**config.mk**
```make
export PLATFORM = sky130hd
export DESIGN_NAME = mvec_lsu
export DESIGN_NICKNAME = d
export VERILOG_FILES = /design/src/rtl/mvec_lsu_pkg.sv /design/src/rtl/mvec_lane_pick.sv /design/src/rtl/mvec_lane_bank.sv /design/src/rtl/mvec_lsu.sv
export SDC_FILE = /design/constraint.sdc
export NUM_CORES = 1
export LEC_CHECK = 0
export BUFFER_PORTS_ARGS = -buffer_cell sky130_fd_sc_hd__buf_2
export CAP_MARGIN = 15
export CORE_AREA = 2 2 344 346
export CTS_BUF_LIST = sky130_fd_sc_hd__clkbuf_4
export DETAILED_ROUTE_END_ITERATION = 16
export DIE_AREA = 0 0 346 348
export PLACE_DENSITY = 0.52
export SYNTH_ARGS = -nofsm -noshare
export SYNTH_HDL_FRONTEND = slang
export SYNTH_SLANG_ARGS = --single-unit
```
**constraint.sdc**
```tcl
create_clock -name clk -period 8.6 [get_ports clk]
set_clock_uncertainty 0.15 [all_clocks]
set_input_delay 0.43 -clock clk [delete_from_list [all_inputs] [get_ports clk]]
set_output_delay 0.43 -clock clk [all_outputs]
set_load 0.01 [all_outputs]
```
**src/rtl/mvec_lsu_pkg.sv**
```systemverilog
package mvec_lsu_pkg;
  typedef enum logic [1:0] {
    ST_IDLE = 2'd0,
    ST_RUN  = 2'd1,
    ST_TAIL = 2'd2
  } lsu_state_e;
endpackage

```
**src/rtl/mvec_lane_pick.sv**
```systemverilog
module mvec_lane_pick #(
  parameter int LANES = 8,
  localparam int LW = (LANES > 1) ? $clog2(LANES) : 1
) (
  input  logic [LANES-1:0] pend_i,
  output logic [LW-1:0]    idx_o,
  output logic [LANES-1:0] onehot_o
);
  always_comb begin
    idx_o = '0;
    for (int i = LANES - 1; i >= 0; i--) begin
      if (pend_i[i]) idx_o = LW'(i);
    end
  end

  generate
    for (genvar g = 0; g < LANES; g++) begin : g_oh
      assign onehot_o[g] = pend_i[g] && (idx_o == LW'(g));
    end
  endgenerate
endmodule

```
**src/rtl/mvec_lane_bank.sv**
```systemverilog
module mvec_lane_bank #(
  parameter int LANES  = 8,
  parameter int ELEM_W = 32,
  localparam int LW = (LANES > 1) ? $clog2(LANES) : 1
) (
  input  logic                    clk,
  input  logic                    rst_n,
  input  logic                    init_en_i,
  input  logic [LANES*ELEM_W-1:0] init_i,
  input  logic                    wr_en_i,
  input  logic [LW-1:0]           wr_lane_i,
  input  logic [ELEM_W-1:0]       wr_data_i,
  output logic [LANES*ELEM_W-1:0] data_o
);
  generate
    for (genvar g = 0; g < LANES; g++) begin : g_lane
      logic [ELEM_W-1:0] q, d;
      logic              en;
      always_comb begin
        en = init_en_i || (wr_en_i && (wr_lane_i == LW'(g)));
        d  = init_en_i ? init_i[g*ELEM_W +: ELEM_W] : wr_data_i;
      end
      always_ff @(posedge clk or negedge rst_n) begin
        if (!rst_n)  q <= '0;
        else if (en) q <= d;
      end
      assign data_o[g*ELEM_W +: ELEM_W] = q;
    end
  endgenerate
endmodule

```
**src/rtl/mvec_lsu.sv**
```systemverilog
module mvec_lsu
  import mvec_lsu_pkg::*;
#(
  parameter int LANES  = 8,
  parameter int ELEM_W = 32,
  parameter int ADDR_W = 16,
  localparam int LW = (LANES > 1) ? $clog2(LANES) : 1,
  localparam int VW = LANES * ELEM_W
) (
  input  logic               clk,
  input  logic               rst_n,
  input  logic               start_i,
  input  logic               store_i,
  input  logic               zero_fill_i,
  input  logic [LANES-1:0]   mask_i,
  input  logic [ADDR_W-1:0]  base_i,
  input  logic [VW-1:0]      wdata_i,
  input  logic [VW-1:0]      pass_i,
  output logic               busy_o,
  output logic               done_o,
  output logic [VW-1:0]      rdata_o,
  output logic               mem_req_o,
  output logic               mem_we_o,
  output logic [ADDR_W-1:0]  mem_addr_o,
  output logic [ELEM_W-1:0]  mem_wdata_o,
  input  logic [ELEM_W-1:0]  mem_rdata_i
);
  lsu_state_e        state_q, state_d;
  logic [LANES-1:0]  pend_q, pend_d;
  logic              store_q;
  logic [ADDR_W-1:0] base_q;
  logic [VW-1:0]     wdat_q;
  logic              done_q, done_d;
  logic              rd_vld_q, rd_vld_d;
  logic [LW-1:0]     rd_lane_q;
  logic [LW-1:0]     pick_idx;
  logic [LANES-1:0]  pick_oh;
  logic [VW-1:0]     fill_vec;
  logic              accept;

  assign accept = start_i && (state_q == ST_IDLE);

  generate
    for (genvar g = 0; g < LANES; g++) begin : g_fill
      assign fill_vec[g*ELEM_W +: ELEM_W] =
        zero_fill_i ? '0 : pass_i[g*ELEM_W +: ELEM_W];
    end
  endgenerate

  mvec_lane_pick #(.LANES(LANES)) u_pick (
    .pend_i   (pend_q),
    .idx_o    (pick_idx),
    .onehot_o (pick_oh)
  );

  // Next-state logic
  always_comb begin
    state_d     = state_q;
    pend_d      = pend_q;
    done_d      = 1'b0;
    mem_req_o   = 1'b0;
    mem_we_o    = 1'b0;
    mem_addr_o  = base_q + {{(ADDR_W-LW){1'b0}}, pick_idx};
    mem_wdata_o = wdat_q[pick_idx*ELEM_W +: ELEM_W];
    unique case (state_q)
      ST_IDLE: begin
        if (accept) begin
          pend_d = mask_i;
          if (mask_i == '0) done_d = 1'b1;
          else              state_d = ST_RUN;
        end
      end
      ST_RUN: begin
        mem_req_o = 1'b1;
        mem_we_o  = store_q;
        pend_d    = pend_q & ~pick_oh;
        if (pend_d == '0) begin
          if (store_q) begin
            done_d  = 1'b1;
            state_d = ST_IDLE;
          end else begin
            state_d = ST_TAIL;
          end
        end
      end
      ST_TAIL: begin
        done_d  = 1'b1;
        state_d = ST_IDLE;
      end
      default: state_d = ST_IDLE;
    endcase
    rd_vld_d = mem_req_o && !store_q;
  end

  // Registers
  always_ff @(posedge clk or negedge rst_n) begin
    if (!rst_n) begin
      state_q   <= ST_IDLE;
      pend_q    <= '0;
      done_q    <= 1'b0;
      rd_vld_q  <= 1'b0;
      rd_lane_q <= '0;
    end else begin
      state_q   <= state_d;
      pend_q    <= pend_d;
      done_q    <= done_d;
      rd_vld_q  <= rd_vld_d;
      rd_lane_q <= pick_idx;
    end
  end

  always_ff @(posedge clk or negedge rst_n) begin
    if (!rst_n) begin
      store_q <= 1'b0;
      base_q  <= '0;
      wdat_q  <= '0;
    end else if (accept) begin
      store_q <= store_i;
      base_q  <= base_i;
      wdat_q  <= wdata_i;
    end
  end

  mvec_lane_bank #(.LANES(LANES), .ELEM_W(ELEM_W)) u_bank (
    .clk       (clk),
    .rst_n     (rst_n),
    .init_en_i (accept),
    .init_i    (fill_vec),
    .wr_en_i   (rd_vld_q),
    .wr_lane_i (rd_lane_q),
    .wr_data_i (mem_rdata_i),
    .data_o    (rdata_o)
  );

  assign busy_o = (state_q != ST_IDLE);
  assign done_o = done_q;

  // Assertions
  a_r1_ascending: assert property (@(posedge clk) disable iff (!rst_n)
    (mem_req_o && $past(mem_req_o)) |-> (pick_idx > $past(pick_idx)));

  a_r1_req_when_busy: assert property (@(posedge clk) disable iff (!rst_n)
    mem_req_o |-> busy_o);

  a_r6_empty_mask: assert property (@(posedge clk) disable iff (!rst_n)
    (accept && (mask_i == '0)) |=> (done_o && !busy_o && !mem_req_o));

  a_r8_done_quiet: assert property (@(posedge clk) disable iff (!rst_n)
    done_o |-> (!busy_o && !mem_req_o));

  a_r9_busy_start: assert property (@(posedge clk) disable iff (!rst_n)
    (busy_o && start_i) |=> ($stable(store_q) && $stable(base_q) && $stable(wdat_q)));

  a_r2_capture_load: assert property (@(posedge clk) disable iff (!rst_n)
    (mem_req_o && !mem_we_o) |=> rd_vld_q);
endmodule

```
==> results of run 1 <==
==> synthesized netlist by cell type, types with 11 or more instances <==
cell	number	area [µm²]
a221oi_1	38	332.8
and4_1	21	183.9
o21ai_0	273	1366
inv_1	12	45.04
nor3_1	29	145.1
nand4_1	44	275.3
dfrtp_1	544	13610
a221o_1	21	210.2
nand2_1	43	161.4
nor2_1	11	41.29
mux2_2	271	3052
clkbuf_1	145	544.3
nand3b_1	278	2087
mux2i_1	256	2562
a22oi_1	23	172.7
buf_1	17	63.81
buf_2	57	285.3
o221a_2	16	180.2
==> cell families after synthesis <==
kind of cell | count (synthesis) | share of synthesized area (%)
flip-flops | 544 | 51.81
multiplexers | 527 | 21.37
AND/OR/NAND/NOR | 460 | 12.04
AO/OA/AOI/OAI | 422 | 10.37
buffers and inverters | 236 | 3.729
XOR/XNOR | 14 | 0.4667
adder cells (fa/ha/maj) | 4 | 0.2095
==> per-stage QoR <==
stage | setup slack [ps] | area (µm²) | util, % | instances | hold WS, ps
2_1_floorplan | 5421 | 26270 | - | 2207 | -15.59
3_3_place_gp | 5027 | 32050 | 27.40 | 4433 | 315.6
3_5_place_dp | 4951 | 32050 | 27.40 | 4433 | 320.3
==> run metrics, run 1 <==
Post-Synthesis Cells=2207; Die Y=348 µm; Cell Rows=126; HPWL Detailed=85020 µm; tool error=[ERROR RSZ-0060] Max buffer count reached.; Unique masters post-synth=60; setup bufs post-CTS=0; TritonCTS buffer count=162; post-cts resize count=0; Clock Path Buffers=3; Die Width=346 µm; FF+latch count, synth=544; Initial Util=22.46%; I/O pin cnt=881; H-tree Lvls=4; Clock Sinks=544; syn_area_per_cell=11.90 µm²; synthesized net count=2783; Seq/Total Area, Yosys=51.81%; status=did not finish; clk root buf=clkbuf_4; Main synth FF type=dfrtp_1; Synthesis Warnings=0; ys async rst share=100.0%; stage reached=clock tree synthesis (4_1_cts); RD Place Congestion=0.8354; CTS Hold Bufs=943; EDFF count, synth=0; Synth Cell Area=26270 µm²; I/O Buffers=880
==> run 2, diff against run 1 <==
--- a/config.mk
+++ b/config.mk
@@ -7,11 +7,10 @@
 export LEC_CHECK = 0
 export BUFFER_PORTS_ARGS = -buffer_cell sky130_fd_sc_hd__buf_2
 export CAP_MARGIN = 15
-export CORE_AREA = 2 2 344 346
-export CTS_BUF_LIST = sky130_fd_sc_hd__clkbuf_4
+export CORE_AREA = 2 2 348 350
 export DETAILED_ROUTE_END_ITERATION = 16
-export DIE_AREA = 0 0 346 348
-export PLACE_DENSITY = 0.52
+export DIE_AREA = 0 0 350 352
+export PLACE_DENSITY_LB_ADDON = 0.15
 export SYNTH_ARGS = -nofsm -noshare
 export SYNTH_HDL_FRONTEND = slang
 export SYNTH_SLANG_ARGS = --single-unit
==> run metrics, run 2 <==
GRT overflow=0; Worst-path clk slew=60 ps; CTS tree=yes; top layer in use=met5; Post-Synth Adder-Cell Area=0.2095% (unchanged); Synthesis Warnings=0 (unchanged); RSZ-0062 raised after global routing=false; H-tree Lvls=3 (-1); CP Class=reg -> out; # DRC=0; Clock Path Buffers=3 (unchanged); Seq/Total Area, Yosys=51.81% (unchanged); Finished Layout Cells=5187; core region area=119300 µm²; syn_area_per_cell=11.90 µm² (unchanged); Cell Rows=127 (+0.79%); number of global-route vias before repair=25056; Synth Area in Compound Gates=10.37% (unchanged); via count=23895; TritonCTS buffer count=72 (-56%); synthesized net count=2783 (unchanged); Initial Util=22.02% (-0.44 points); share of synthesized area spent on multiplexers=21.37% (unchanged); Post-Synthesis Cells=2207 (unchanged); Starting DRT DRC Count=1452; Max-Slew Margin vs Limit=25.43%; setup bufs post-CTS=0 (unchanged); DIE AREA=123200 µm²; EDFF count, synth=0 (unchanged); GRT Total Usage=19.76%; status=finished clean; Critical Path RT=8020 ps; cell with the most instances after synthesis=dfrtp_1; placed cell count=4507 (+1.7%); Synth area leader=dfrtp_1; Slew Viols, Final=0; met1 wire length=54220 µm; antenna violations before repair=29; routed length on met3=8991 µm; largest net degree at the start of global routing=199; drt first pass iters=5; VDD IR max=0.2461 mV; P per Cell Area=360.1 nW/µm²; layout cells sized above 1=37.25%; I/O Buffers=880 (unchanged); Synth Cell Area=26270 µm² (unchanged); Finish-stage setup viols=0; startpoint types=flop; I/O pin cnt=881 (unchanged); CP Capture Type=output pin; Data arrival, critical path=4090 ps; latest clock arrival within the worst-skew pair=640 ps; HPWL Detailed=88160 µm (+3.7%); setup tns final=0 ps; FF+latch count, synth=544 (unchanged); largest family of logic cells by synthesized area=multiplexers; ANT nets after route=0; vias per cell=4.607; most frequent cells after synthesis=544 x dfrtp_1, 278 x nand3b_1, 273 x o21ai_0; final number of hold-violating endpoints=0; first-pass GRT wire length=180600 µm; Post-Synth XOR/XNOR Area=0.4667% (unchanged); RD Place Congestion=0.8022 (-4.0%); Worst-Margin Slew=1113 ps; static leakage=18.02 nW; Post-Synth Simple-Gate Area=12.04% (unchanged); top flop regs=u_bank.g_lane.q: 256 flops, wdat_q: 256 flops, base_q: 16 flops; Main synth FF type=dfrtp_1; final WL=126400 µm; WL met2=60040 µm; layout overhead on the synthesized area=51.45%; CP Max Fanout=35; Min-Delay Path Class=in -> reg; Unique masters post-synth=60 (unchanged); Layout Nets=4080; Max Cap Viol=0; most common cell after layout, fill and taps aside=buf_2; most frequent cells in the layout=878 x buf_2, 544 x dfrtp_1, 535 x dlygate4sd3_1; FMAX=0.2141 GHz; Final min period=4671 ps; ys async rst share=100.0% (unchanged); Die Y=352 µm (+1.1%); Die Width=350 µm (+1.2%); final total power=14.33 mW; Synth top area share=51.81% (unchanged); routed len/inst=24.36 µm; synth top area cells=dfrtp_1 52%, mux2_2 12%, mux2i_1 9.8%; Clock Sinks=544 (unchanged); clk root buf=clkbuf_16; Final Cycle Share=54.32%
-- run 2: cell counts after synthesis --
No cell type changed its count.
-- run 2: metrics by stage --
stage,util [%],setup slack (ps),hold slack [ps],instance area [µm²]
6_report,33.34,3929,17.63,39790
5_1_grt,33.33,3638,7.291,39770
4_1_cts,33.30,3736,17.04,39740
3_5_place_dp,26.93,4468,325.9,32140
3_3_place_gp,26.93,4502,313.7,32140
2_1_floorplan,-,5421,-15.59,26270
-- run 2: cells by family after synthesis --
logic type      Yosys count
mux                     527
simple gates            460
fa+ha+maj                 4
xor+xnor                 14
compound gates          422
buf+inv                 236
flops                   544
-- run 2: final cells by class --
cell class / count / area [µm²]
diodes: 18 / 45.04
clock buffers: 103 / 1968
clock inverters: 24 / 281.5
flip-flops and latches: 544 / 13610
inverters: 13 / 48.80
repair buffers: 1446 / 10080
fillers: 12413 / 79550
multi-input cells: 1427 / 11730
well taps: 1612 / 2017
-- run 2: path summary, 6_finish.rpt --
path	cells past startpoint	from	slack, ps	endpoint
max	7	pend_q[0]$_DFFE_PN0P_	3930	mem_wdata_o[21]
min	3	pass_i[252]	20	u_bank.g_lane[7].q[28]$_DFFE_PN0P_
max reg2reg	5	state_q[0]$_DFFE_PN0P_	5480	wdat_q[23]$_DFFE_PN0P_
min reg2reg	1	store_q$_DFFE_PN0P_	340	rd_vld_q$_DFF_PN0_
max in group asynchronous	4	rst_n	6050	u_bank.g_lane[3].q[15]$_DFFE_PN0P_
min in group asynchronous	2	rst_n	270	wdat_q[156]$_DFFE_PN0P_
-- run 2: metal layers --
metal | GRT usage [%] | vias to the layer above
met5 | 0 | -
met4 | 5.095 | 20
met3 | 5.556 | 150
met2 | 32.98 | 794
met1 | 24.92 | 12099
li1 | - | 10832
-- run 2: what timing repair did --
| item | CTS | global route |
|---|---|---|
| hold buffers | 535 | 0 |
| hold endpoints to repair | 644 | 0 |
| resized for setup | 0 | 0 |
-- run 2: critical path, stage by stage, from the launching register on --
cell and delay [ps]:
dfrtp_1 510, nor4_4 480, nand2_4 480, inv_2 980
a221o_1 260, o22ai_1 90, a211oi_1 350, buf_2 220
-- run 2: power breakdown --
group / internal, mW / leakage (nW) / switching, mW
logic: 2.86 / 10.2 / 3.89
clock network: 1.67 / 1.09 / 1.28
registers: 3.80 / 6.72 / 0.826
total: 8.33 / 18.0 / 6.00
Power figures use the tool's default switching activity.
